--- src/rtl/afu_pkg.sv ---
package afu_pkg;

  typedef enum logic [4:0] {
    FN_ADDC = 5'd0,
    FN_SUBB = 5'd1,
    FN_CMP  = 5'd2,
    FN_INC  = 5'd3,
    FN_DEC  = 5'd4,
    FN_NEG  = 5'd5,
    FN_PASS = 5'd6,
    FN_INV  = 5'd7
  } func_e;

  typedef enum logic {
    OP1_A,
    OP1_NOTA
  } op1_sel_e;

  typedef enum logic [1:0] {
    OP2_B,
    OP2_NOTB,
    OP2_ZERO,
    OP2_ONES
  } op2_sel_e;

  typedef enum logic [1:0] {
    CIN_FLAG,
    CIN_ZERO,
    CIN_ONE,
    CIN_NFLAG
  } cin_sel_e;

  typedef struct packed {
    op1_sel_e op1_sel;
    op2_sel_e op2_sel;
    cin_sel_e cin_sel;
    logic     known;
    logic     wr_res;
    logic     upd_cv;
    logic     store_borrow;
  } ctl_t;

endpackage

--- src/rtl/afu_decode.sv ---
module afu_decode
  import afu_pkg::*;
(
  input  logic [4:0] func,
  output ctl_t       ctl
);

  always_comb begin
    ctl.op1_sel      = OP1_A;
    ctl.op2_sel      = OP2_ZERO;
    ctl.cin_sel      = CIN_ZERO;
    ctl.known        = 1'b0;
    ctl.wr_res       = 1'b0;
    ctl.upd_cv       = 1'b0;
    ctl.store_borrow = 1'b0;
    case (func)
      FN_ADDC: begin
        ctl.op2_sel = OP2_B;
        ctl.cin_sel = CIN_FLAG;
        ctl.known   = 1'b1;
        ctl.wr_res  = 1'b1;
        ctl.upd_cv  = 1'b1;
      end
      FN_SUBB: begin
        ctl.op2_sel      = OP2_NOTB;
        ctl.cin_sel      = CIN_NFLAG;
        ctl.known        = 1'b1;
        ctl.wr_res       = 1'b1;
        ctl.upd_cv       = 1'b1;
        ctl.store_borrow = 1'b1;
      end
      FN_CMP: begin
        ctl.op2_sel      = OP2_NOTB;
        ctl.cin_sel      = CIN_ONE;
        ctl.known        = 1'b1;
        ctl.upd_cv       = 1'b1;
        ctl.store_borrow = 1'b1;
      end
      FN_INC: begin
        ctl.cin_sel = CIN_ONE;
        ctl.known   = 1'b1;
        ctl.wr_res  = 1'b1;
      end
      FN_DEC: begin
        ctl.op2_sel = OP2_ONES;
        ctl.known   = 1'b1;
        ctl.wr_res  = 1'b1;
      end
      FN_NEG: begin
        ctl.op1_sel = OP1_NOTA;
        ctl.cin_sel = CIN_ONE;
        ctl.known   = 1'b1;
        ctl.wr_res  = 1'b1;
        ctl.upd_cv  = 1'b1;
      end
      FN_PASS: begin
        ctl.known  = 1'b1;
        ctl.wr_res = 1'b1;
        ctl.upd_cv = 1'b1;
      end
      FN_INV: begin
        ctl.op1_sel = OP1_NOTA;
        ctl.known   = 1'b1;
        ctl.wr_res  = 1'b1;
        ctl.upd_cv  = 1'b1;
      end
      default: ;
    endcase
  end

endmodule

--- src/rtl/afu_operand_mux.sv ---
module afu_operand_mux
  import afu_pkg::*;
#(
  parameter int WIDTH = 8
) (
  input  logic [WIDTH-1:0] a,
  input  logic [WIDTH-1:0] b,
  input  logic             carry_flag,
  input  op1_sel_e         op1_sel,
  input  op2_sel_e         op2_sel,
  input  cin_sel_e         cin_sel,
  output logic [WIDTH-1:0] op1,
  output logic [WIDTH-1:0] op2,
  output logic             cin
);

  always_comb begin
    case (op1_sel)
      OP1_NOTA: op1 = ~a;
      default:  op1 = a;
    endcase
  end

  always_comb begin
    case (op2_sel)
      OP2_B:    op2 = b;
      OP2_NOTB: op2 = ~b;
      OP2_ONES: op2 = '1;
      default:  op2 = '0;
    endcase
  end

  always_comb begin
    case (cin_sel)
      CIN_FLAG:  cin = carry_flag;
      CIN_ONE:   cin = 1'b1;
      CIN_NFLAG: cin = ~carry_flag;
      default:   cin = 1'b0;
    endcase
  end

endmodule

--- src/rtl/afu_adder.sv ---
module afu_adder #(
  parameter int WIDTH = 8
) (
  input  logic [WIDTH-1:0] op1,
  input  logic [WIDTH-1:0] op2,
  input  logic             cin,
  output logic [WIDTH-1:0] sum,
  output logic             cout,
  output logic             c_into_msb
);

  localparam int MSB = WIDTH - 1;

  logic [WIDTH:0]   cy;
  logic [WIDTH-1:0] gen;
  logic [WIDTH-1:0] prop;

  assign cy[0] = cin;

  for (genvar i = 0; i < WIDTH; i++) begin : g_bit
    assign gen[i]   = op1[i] & op2[i];
    assign prop[i]  = op1[i] ^ op2[i];
    assign sum[i]   = prop[i] ^ cy[i];
    assign cy[i+1]  = gen[i] | (prop[i] & cy[i]);
  end

  assign cout       = cy[WIDTH];
  assign c_into_msb = cy[MSB];


  always_comb begin
    adder_sum_chk: assert ({cout, sum} ==
      ({1'b0, op1} + {1'b0, op2} + {{WIDTH{1'b0}}, cin}));
  end

endmodule

--- src/rtl/afu_flags.sv ---
module afu_flags #(
  parameter int WIDTH = 8
) (
  input  logic             clk,
  input  logic             rst_n,
  input  logic             upd_zs,
  input  logic             upd_cv,
  input  logic             store_borrow,
  input  logic [WIDTH-1:0] sum,
  input  logic             cout,
  input  logic             c_into_msb,
  output logic             zero_q,
  output logic             sign_q,
  output logic             carry_q,
  output logic             ovf_q
);

  localparam int MSB = WIDTH - 1;

  logic zero_d, sign_d, carry_d, ovf_d;
  logic en_zs, en_cv;

  always_comb begin
    zero_d  = ~(|sum);
    sign_d  = sum[MSB];
    carry_d = store_borrow ? ~cout : cout;
    ovf_d   = cout ^ c_into_msb;
    en_zs   = upd_zs;
    en_cv   = upd_zs & upd_cv;
  end

  always_ff @(posedge clk or negedge rst_n) begin
    if (!rst_n) begin
      zero_q <= 1'b0;
      sign_q <= 1'b0;
    end else if (en_zs) begin
      zero_q <= zero_d;
      sign_q <= sign_d;
    end
  end

  always_ff @(posedge clk or negedge rst_n) begin
    if (!rst_n) begin
      carry_q <= 1'b0;
      ovf_q   <= 1'b0;
    end else if (en_cv) begin
      carry_q <= carry_d;
      ovf_q   <= ovf_d;
    end
  end


  always_comb begin
    if (!rst_n) begin
      reset_clear_chk: assert ({zero_q, sign_q, carry_q, ovf_q} == 4'b0000);
    end
  end

endmodule

--- src/rtl/arith_flag_unit.sv ---
module arith_flag_unit
  import afu_pkg::*;
#(
  parameter int WIDTH = 8
) (
  input  logic             clk,
  input  logic             rst_n,
  input  logic             op_valid,
  input  logic [4:0]       func,
  input  logic [WIDTH-1:0] a,
  input  logic [WIDTH-1:0] b,
  output logic [WIDTH-1:0] result,
  output logic             result_we,
  output logic             flag_zero,
  output logic             flag_sign,
  output logic             flag_carry,
  output logic             flag_ovf
);

  localparam int MSB = WIDTH - 1;

  ctl_t             ctl;
  logic [WIDTH-1:0] op1, op2, sum;
  logic             cin, cout, c_into_msb;

  afu_decode u_decode (
    .func (func),
    .ctl  (ctl)
  );

  afu_operand_mux #(.WIDTH(WIDTH)) u_opmux (
    .a          (a),
    .b          (b),
    .carry_flag (flag_carry),
    .op1_sel    (ctl.op1_sel),
    .op2_sel    (ctl.op2_sel),
    .cin_sel    (ctl.cin_sel),
    .op1        (op1),
    .op2        (op2),
    .cin        (cin)
  );

  afu_adder #(.WIDTH(WIDTH)) u_adder (
    .op1        (op1),
    .op2        (op2),
    .cin        (cin),
    .sum        (sum),
    .cout       (cout),
    .c_into_msb (c_into_msb)
  );

  afu_flags #(.WIDTH(WIDTH)) u_flags (
    .clk          (clk),
    .rst_n        (rst_n),
    .upd_zs       (op_valid & ctl.known),
    .upd_cv       (ctl.upd_cv),
    .store_borrow (ctl.store_borrow),
    .sum          (sum),
    .cout         (cout),
    .c_into_msb   (c_into_msb),
    .zero_q       (flag_zero),
    .sign_q       (flag_sign),
    .carry_q      (flag_carry),
    .ovf_q        (flag_ovf)
  );

  assign result    = sum;
  assign result_we = op_valid & ctl.wr_res;


  cmp_no_write_chk: assert property (@(posedge clk) disable iff (!rst_n)
    (op_valid && func == FN_CMP) |-> !result_we);


  incdec_hold_cv_chk: assert property (@(posedge clk) disable iff (!rst_n)
    (op_valid && (func == FN_INC || func == FN_DEC)) |=> $stable({flag_carry, flag_ovf}));


  idle_hold_chk: assert property (@(posedge clk) disable iff (!rst_n)
    (!op_valid || func > FN_INV) |=> $stable({flag_zero, flag_sign, flag_carry, flag_ovf}));


  idle_no_write_chk: assert property (@(posedge clk) disable iff (!rst_n)
    (!op_valid || func > FN_INV) |-> !result_we);


  zero_flag_chk: assert property (@(posedge clk) disable iff (!rst_n)
    (op_valid && func <= FN_INV) |=> (flag_zero == ($past(result) == '0)));


  signed_ovf_chk: assert property (@(posedge clk) disable iff (!rst_n)
    (op_valid && ctl.upd_cv) |=>
      (flag_ovf == $past((op1[MSB] == op2[MSB]) && (sum[MSB] != op1[MSB]))));

endmodule

--- config.mk ---
export PLATFORM = sky130hd
export DESIGN_NAME = arith_flag_unit
export DESIGN_NICKNAME = d
export VERILOG_FILES = /design/src/rtl/afu_pkg.sv /design/src/rtl/afu_decode.sv /design/src/rtl/afu_operand_mux.sv /design/src/rtl/afu_adder.sv /design/src/rtl/afu_flags.sv /design/src/rtl/arith_flag_unit.sv
export SDC_FILE = /design/constraint.sdc
export NUM_CORES = 1
export LEC_CHECK = 0
export BUFFER_PORTS_ARGS = -buffer_cell sky130_fd_sc_hd__buf_2
export CAP_MARGIN = 20
export CORE_UTILIZATION = 51
export CTS_BUF_LIST = sky130_fd_sc_hd__clkbuf_2
export DETAILED_ROUTE_END_ITERATION = 6
export GPL_TIMING_DRIVEN = 0
export PLACE_DENSITY = 0.87
export SLEW_MARGIN = 20
export SYNTH_ARGS = -nofsm -noshare
export SYNTH_HDL_FRONTEND = slang
export SYNTH_HIERARCHICAL = 1
export SYNTH_SLANG_ARGS = --single-unit
--- constraint.sdc ---
create_clock -name clk -period 10.8 [get_ports clk]
set_clock_uncertainty 0.1 [all_clocks]
set_input_delay 1.62 -clock clk [delete_from_list [all_inputs] [get_ports clk]]
set_output_delay 1.62 -clock clk [all_outputs]
set_load 0.05 [all_outputs]
==> flow_results.xml, run 1 <==
<?xml version="1.0" encoding="UTF-8"?>
<metrics>
  <group name="route">
    <metric name="antenna_violating_nets_post_route" unit="">0</metric>
    <metric name="drt_pre_antenna_iters" unit="">4</metric>
    <metric name="drc_errors" unit="">0</metric>
    <metric name="wl_per_cell" unit="um">11.2</metric>
    <metric name="finalWirelength" unit="um">1550</metric>
    <metric name="initialDrtViolationCount" unit="">8</metric>
    <metric name="vias_per_cell" unit="">4.88</metric>
    <metric name="vias" unit="">674</metric>
  </group>
  <group name="logic_synthesis">
    <metric name="synth-async-reset-ratio" unit="%">100</metric>
    <metric name="syn-cell-area" unit="um^2">782</metric>
    <metric name="synth.yosys.seq_area_share" unit="%">12.8</metric>
    <metric name="synth_warnings" unit="">6</metric>
    <metric name="netlist_top_cells_count" unit="">inv_1, xnor2_1, xor2_1, fa_1, nand2b_1</metric>
    <metric name="yosys.cell_count.top_type" unit="">inv_1</metric>
    <metric name="post_synth_inst_count" unit="">86</metric>
    <metric name="ys_dominant_reg_cell" unit="">dfrtp_1</metric>
    <metric name="postSynthRegisterBits" unit="">4</metric>
    <metric name="netlist-cell-type-count" unit="">30</metric>
    <metric name="synth_fp_nets" unit="">118</metric>
    <metric name="syn_area_per_cell" unit="um^2">9.09</metric>
    <metric name="post-synth-top-area-cell" unit="">fa_1</metric>
    <metric name="largest_cells_by_area_after_synthesis" unit="">fa_1, dfrtp_1, xnor2_1, xor2_1, nand2b_1</metric>
    <metric name="synth_top_area_share" unit="%">20.5</metric>
    <metric name="synth_enable_flop_cells" unit="">0</metric>
  </group>
  <group name="cts">
    <metric name="tritoncts" unit="">built</metric>
    <metric name="h-tree-depth" unit="">1</metric>
    <metric name="root_buffer" unit="">clkbuf_2</metric>
    <metric name="post_cts_resize_count" unit="">0</metric>
    <metric name="cts_setup_buffers" unit="">0</metric>
    <metric name="holdBufCountCts" unit="">0</metric>
    <metric name="cts_buffers" unit="">3</metric>
    <metric name="cts_buffer_depth" unit="">2</metric>
    <metric name="cts_sinks" unit="">4</metric>
    <metric name="clock_insertion_delay_worst_skew" unit="ps">200</metric>
    <metric name="path_clk_slew" unit="ps">40</metric>
  </group>
  <group name="setup_path">
    <metric name="worst_setup_slack_for_register_to_register_paths" unit="ps">6790</metric>
    <metric name="critical_path_peak_fanout" unit="">8</metric>
    <metric name="critical_path.startpoint_type" unit="">input port</metric>
    <metric name="critical_path_required" unit="ps">9080</metric>
    <metric name="cp.arrival" unit="ps">5940</metric>
    <metric name="worst_r2r_endpoint" unit="">u_flags/zero_q$_DFFE_PN0P_</metric>
    <metric name="r2r_start" unit="">u_flags/carry_q$_DFFE_PN0P_</metric>
    <metric name="rr_worst_depth" unit="">15</metric>
    <metric name="path_class" unit="">in -&gt; out</metric>
    <metric name="worst_setup_path_end_kind" unit="">primary output</metric>
  </group>
  <group name="timing">
    <metric name="timing.fmax" unit="GHz">0.131</metric>
    <metric name="drv_slew" unit="">0</metric>
    <metric name="hold_viol" unit="">0</metric>
    <metric name="slew_headroom" unit="%">73.1</metric>
    <metric name="totalNegativeSetupSlack" unit="ps">0</metric>
    <metric name="holdWs" unit="ps">392</metric>
    <metric name="finalCriticalPeriod" unit="ps">7660</metric>
    <metric name="report.final.setup_viol" unit="">0</metric>
    <metric name="worst_slew_pin_slew" unit="ps">400</metric>
    <metric name="timing.final.crit_share" unit="%">70.9</metric>
    <metric name="setup_repair_after_global_routing_missed_its_margin" unit="">false</metric>
  </group>
  <group name="placed_design">
    <metric name="numPortBuffers" unit="">34</metric>
    <metric name="place.detailed.instances" unit="">135</metric>
    <metric name="detailedPlacementHpwl" unit="um">1370</metric>
    <metric name="routabilityCongestion" unit="">0.784</metric>
  </group>
  <group name="grt">
    <metric name="grt-ovfl-total" unit="">0</metric>
    <metric name="grt_start_max_net_pins" unit="">10</metric>
    <metric name="grt_pass1_wl" unit="um">2110</metric>
    <metric name="grt_antenna_before_repair" unit="">0</metric>
    <metric name="grt.total_usage" unit="%">19.4</metric>
    <metric name="number_of_global_route_vias_before_repair" unit="">546</metric>
  </group>
  <group name="finish">
    <metric name="areaGrowthSynthToFinish" unit="%">26.1</metric>
    <metric name="final-instance-count-excl-fill" unit="">138</metric>
    <metric name="nNetsFinal" unit="">157</metric>
    <metric name="drive_gt1_share" unit="%">39.0</metric>
    <metric name="antenna_diode_count" unit="">0</metric>
  </group>
  <group name="power_and_ir_drop">
    <metric name="cell_pwr_density" unit="nW/um^2">125</metric>
    <metric name="power.leakage" unit="nW">0.521</metric>
    <metric name="ir_worst_vdd" unit="mV">0.0491</metric>
    <metric name="p_total" unit="mW">0.124</metric>
  </group>
  <group name="job">
    <metric name="maxCapViolations" unit="">0</metric>
  </group>
  <group name="floorplanning">
    <metric name="placeableCoreArea" unit="um^2">1370</metric>
    <metric name="number_of_core_rows" unit="">13</metric>
    <metric name="io-pin-count" unit="">37</metric>
    <metric name="fp.dieArea" unit="um^2">1690</metric>
    <metric name="chipHeight" unit="um">41.2</metric>
    <metric name="starting_density_of_the_core" unit="%">57.2</metric>
    <metric name="floorplan.die.width" unit="um">41.2</metric>
  </group>
  <group name="status">
    <metric name="outcome" unit="">completed</metric>
  </group>
  <group name="min_path">
    <metric name="min_delay_worst_endpoint" unit="">u_flags/zero_q$_DFFE_PN0P_</metric>
    <metric name="whs_path_depth" unit="">1</metric>
    <metric name="min_path_type" unit="">reg -&gt; reg</metric>
    <metric name="worstHoldStart" unit="">u_flags/zero_q$_DFFE_PN0P_</metric>
  </group>
</metrics>
cell families after synthesis:
logic type,synth area share (%)
and+or+nand+nor,21.8
xor gates and xnor gates,22.4
AOI/OAI and AO/OA,8.80
muxes,2.72
adders and majority gates,20.5
DFF,12.8
buffers and inverters,11.0
cells in the final DEF, fill, tap and decap left out, drive strengths merged:
cell type  count
or2            2
clkbuf         3
mux2           1
a32o           1
nor2           2
o21ai          1
nand2b        10
mux2i          1
a211o          1
xnor2         11
xor2           9
buf           38
nor3b          1
dfrtp          4
fa             8
o211a          1
a21oi          3
o21a           1
nand2          1
and2           2
inv           14
nor4b          1
nor3           3
nand3          1
a31oi          2
and3           1
final cells by class:
type	instances	area, um^2
Buffer	4	33.8
Clock buffer	3	15.0
Fill cell	107	380
Inverter	14	52.6
Multi-Input combinational cell	64	596
Sequential cell	4	100
Tap cell	15	18.8
Timing Repair Buffer	34	170
metrics by stage:
step	cell area, um^2	worst slack, ps	util [%]
global placement	971	3150	71.1
floorplan	782	3380	-
finish	986	3140	72.2
CTS	986	3100	72.2
detailed placement	971	3100	71.1
global route	986	2900	72.2
how the worst max path moves through the flow:
| stage | startpoint | endpoint | depth (start not counted) | slack [ps] |
|---|---|---|---|---|
| 3_3_place_gp | func[4] | result[7] | 18 | 3150 |
| 6_report | func[4] | result[7] | 18 | 3140 |
| 3_5_place_dp | func[4] | result[7] | 18 | 3100 |
| 5_1_grt | func[4] | result[7] | 18 | 2900 |
| 2_1_floorplan | func[4] | result[7] | 16 | 3380 |
| 4_1_cts | func[4] | result[7] | 18 | 3100 |
worst max-delay path, cell delays in order:
cell and delay (ps):
buf_2 90, or2_4 260, a211o_1 350, nand2b_1 180
xnor2_1 120, inv_1 80, fa_1 160, inv_1 50
fa_1 370, fa_1 390, fa_1 390, fa_1 400
fa_1 370, inv_1 70, fa_1 170, inv_1 70
fa_1 520, buf_2 280
registers in the layout, summed over array words and instances, names as in the netlist:
register,flops
u_flags/sign_q,1
u_flags/carry_q,1
u_flags/ovf_q,1
u_flags/zero_q,1
routing by layer:
| layer | vias up | track usage (%) | wire, um | share of wire [%] |
|---|---|---|---|---|
| met5 | - | 0 | 0 | 0 |
| met4 | 0 | 12.1 | 16 | 1.0 |
| met3 | 2 | 0 | 54 | 3.5 |
| met2 | 21 | 35.2 | 888 | 57 |
| met1 | 310 | 22.2 | 588 | 38 |
| li1 | 341 | - | - | - |
where the power goes:
| part | switching (mW) | internal [mW] |
|---|---|---|
| logic | 0.0635 | 0.0259 |
| clock network | 0.00571 | 0.00745 |
| registers | 0.00218 | 0.0187 |
Power figures use the tool's default switching activity.
==> run 2, diff against run 1 <==
Settings changed: CORE_UTILIZATION 51 to 48, PLACE_DENSITY 0.87 to 0.82.
Clock period 10.8 ns to 7.2 ns, I/O delays scaled along.
==> run 2 against run 1 <==
Effect of this change:
- worst hold slack improved by 5.2 ps
- clock power rose by 48%
- final area is 0.13% higher
- sequential power rose by 49%
- via count is 2.1% higher
- count of clock-buffer cells in the layout stayed put
- cell count is 0.72% higher
- sequential share of layout area barely moved
- register-to-register slack worse by 3700 ps
- combinational power increased by 51%
- sequential cell count unchanged
- largest cell class unchanged
==> flow_results.xml, run 2 (synthesis results as in run 1) <==
<?xml version="1.0" encoding="UTF-8"?>
<metrics>
  <group name="grt">
    <metric name="grt_use_met3" unit="%">1.72</metric>
    <metric name="groute.layer.met1.usage" unit="%">24.2</metric>
    <metric name="grt_use_met2" unit="%">34.2</metric>
    <metric name="grt_start_max_net_pins" unit="">10</metric>
    <metric name="grt-busiest-layer" unit="">met2</metric>
    <metric name="grt-ovfl-total" unit="">0</metric>
    <metric name="grt.total_usage" unit="%">19.4</metric>
    <metric name="grt_antenna_before_repair" unit="">0</metric>
    <metric name="number_of_global_route_vias_before_repair" unit="">619</metric>
    <metric name="grt_pass1_wl" unit="um">2640</metric>
  </group>
  <group name="cts">
    <metric name="clock_insertion_delay_worst_skew" unit="ps">200</metric>
    <metric name="holdBufCountCts" unit="">0</metric>
    <metric name="cts_buffer_depth" unit="">2</metric>
    <metric name="post_cts_resize_count" unit="">0</metric>
    <metric name="h-tree-depth" unit="">1</metric>
    <metric name="root_buffer" unit="">clkbuf_2</metric>
    <metric name="cts_setup_buffers" unit="">0</metric>
    <metric name="tritoncts" unit="">built</metric>
    <metric name="cts_sinks" unit="">4</metric>
    <metric name="path_clk_slew" unit="ps">40</metric>
    <metric name="cts_buffers" unit="">3</metric>
  </group>
  <group name="floorplanning">
    <metric name="placeableCoreArea" unit="um^2">1510</metric>
    <metric name="starting_density_of_the_core" unit="%">51.9</metric>
    <metric name="fp.dieArea" unit="um^2">1790</metric>
    <metric name="floorplan.die.width" unit="um">42.4</metric>
    <metric name="number_of_core_rows" unit="">14</metric>
    <metric name="io-pin-count" unit="">37</metric>
    <metric name="chipHeight" unit="um">42.4</metric>
  </group>
  <group name="power_and_ir_drop">
    <metric name="power.net_switching" unit="mW">0.108</metric>
    <metric name="seq_power_share" unit="%">16.7</metric>
    <metric name="clock_power_share" unit="%">10.5</metric>
    <metric name="switching_power_as_a_share_of_total_power" unit="%">57.9</metric>
    <metric name="internal-power" unit="mW">0.0783</metric>
    <metric name="comb_power_share" unit="%">72.8</metric>
    <metric name="power.leakage" unit="nW">0.521</metric>
    <metric name="ir_worst_vdd" unit="mV">0.0724</metric>
    <metric name="p_total" unit="mW">0.186</metric>
    <metric name="cell_pwr_density" unit="nW/um^2">188</metric>
  </group>
  <group name="route">
    <metric name="drt_pre_antenna_iters" unit="">4</metric>
    <metric name="wl_per_cell" unit="um">11.3</metric>
    <metric name="drc_errors" unit="">0</metric>
    <metric name="vias" unit="">688</metric>
    <metric name="antenna_violating_nets_post_route" unit="">0</metric>
    <metric name="finalWirelength" unit="um">1580</metric>
    <metric name="vias_per_cell" unit="">4.95</metric>
    <metric name="initialDrtViolationCount" unit="">13</metric>
  </group>
  <group name="finish">
    <metric name="nNetsFinal" unit="">157</metric>
    <metric name="drive_gt1_share" unit="%">39.0</metric>
    <metric name="layout.cells.most_common" unit="">buf_2</metric>
    <metric name="sequential_cell_area" unit="um^2">100</metric>
    <metric name="footprint_of_the_multi_input_gates" unit="um^2">596</metric>
    <metric name="layout.cells.most_common_list" unit="">buf_2, inv_1, xnor2_1</metric>
    <metric name="finish.instance_area" unit="um^2">987</metric>
    <metric name="filler_cell_count" unit="">128</metric>
    <metric name="areaGrowthSynthToFinish" unit="%">26.2</metric>
    <metric name="antenna_diode_count" unit="">0</metric>
  </group>
  <group name="min_path">
    <metric name="min_path_type" unit="">reg -&gt; reg</metric>
    <metric name="worstHoldStart" unit="">u_flags/sign_q$_DFFE_PN0P_</metric>
    <metric name="min_delay_worst_endpoint" unit="">u_flags/sign_q$_DFFE_PN0P_</metric>
    <metric name="whs_path_depth" unit="">1</metric>
  </group>
  <group name="setup_path">
    <metric name="critical_path.startpoint_type" unit="">input port</metric>
    <metric name="path_class" unit="">in -&gt; out</metric>
    <metric name="r2r_start" unit="">u_flags/carry_q$_DFFE_PN0P_</metric>
    <metric name="rr_worst_depth" unit="">15</metric>
    <metric name="critical_path_required" unit="ps">6020</metric>
    <metric name="worst_r2r_endpoint" unit="">u_flags/zero_q$_DFFE_PN0P_</metric>
    <metric name="cp.arrival" unit="ps">5470</metric>
    <metric name="worst_setup_slack_for_register_to_register_paths" unit="ps">3140</metric>
    <metric name="worst_setup_path_end_kind" unit="">primary output</metric>
    <metric name="critical_path_peak_fanout" unit="">8</metric>
  </group>
  <group name="job">
    <metric name="maxCapViolations" unit="">0</metric>
  </group>
  <group name="timing">
    <metric name="drv_slew" unit="">0</metric>
    <metric name="worst_slew_pin_slew" unit="ps">458</metric>
    <metric name="timing.fmax" unit="GHz">0.150</metric>
    <metric name="slew_headroom" unit="%">69.2</metric>
    <metric name="timing.final.crit_share" unit="%">92.4</metric>
    <metric name="hold_viol" unit="">0</metric>
    <metric name="finalCriticalPeriod" unit="ps">6650</metric>
    <metric name="holdWs" unit="ps">397</metric>
    <metric name="setup_repair_after_global_routing_missed_its_margin" unit="">false</metric>
    <metric name="report.final.setup_viol" unit="">0</metric>
    <metric name="totalNegativeSetupSlack" unit="ps">0</metric>
  </group>
  <group name="status">
    <metric name="outcome" unit="">completed</metric>
  </group>
  <group name="placed_design">
    <metric name="numPortBuffers" unit="">34</metric>
    <metric name="detailedPlacementHpwl" unit="um">1340</metric>
    <metric name="placed_area" unit="um^2">972</metric>
    <metric name="routabilityCongestion" unit="">0.728</metric>
  </group>
</metrics>
run 2: cell counts in the layout (fill, tap and decap cells not counted):
Identical to the previous run, type by type.
run 2: worst max-delay path: stages:
cell	delay [ps]
buf_2	90
or2_4	260
a211o_1	360
nand2b_1	190
xnor2_1	140
inv_1	80
fa_1	170
inv_1	50
fa_1	370
fa_1	390
fa_1	390
fa_1	390
fa_1	380
inv_1	80
fa_1	160
inv_1	70
fa_1	530
buf_2	280
run 2: metal layers:
| metal | share of wire, % | vias to the layer above | wire, um |
|---|---|---|---|
| met2 | 54 | 23 | 847 |
| met4 | 0 | 0 | 0 |
| met5 | 0 | - | 0 |
| met1 | 42 | 321 | 665 |
| met3 | 4.1 | 0 | 64 |
| li1 | - | 344 | - |
run 2: worst max path at each step:
stage	endpoint	startpoint
detailed placement	result[7]	func[4]
global placement	result[7]	func[4]
CTS	result[7]	func[4]
finish	result[7]	func[4]
floorplan	result[7]	func[4]
global route	result[7]	func[4]
run 2: metrics by stage:
stage	utilization (%)	instances	setup WS, ps
floorplan	-	86	865
global placement	64.5	136	616
detailed placement	64.5	136	523
CTS	65.5	139	523
global route	65.5	139	337
finish	65.5	139	550
run 2: area by class of cell:
class,instances,share of cell area (%)
Sequential cell,4,10.1
Multi-Input combinational cell,64,60.3
Clock buffer,3,1.52
Buffer,4,3.42
Tap cell,16,2.03
Inverter,14,5.32
Timing Repair Buffer,34,17.2
run 2: power groups by stage:
| stage | combinational [mW] | sequential (mW) | clock [mW] |
|---|---|---|---|
| global placement | 0.132 | 0.0314 | 0 |
| finish | 0.135 | 0.0311 | 0.0195 |
| floorplan | 0.0892 | 0.0510 | 0 |
| detailed placement | 0.135 | 0.0316 | 0 |
| global route | 0.142 | 0.0319 | 0.0212 |
| CTS | 0.136 | 0.0314 | 0.0210 |
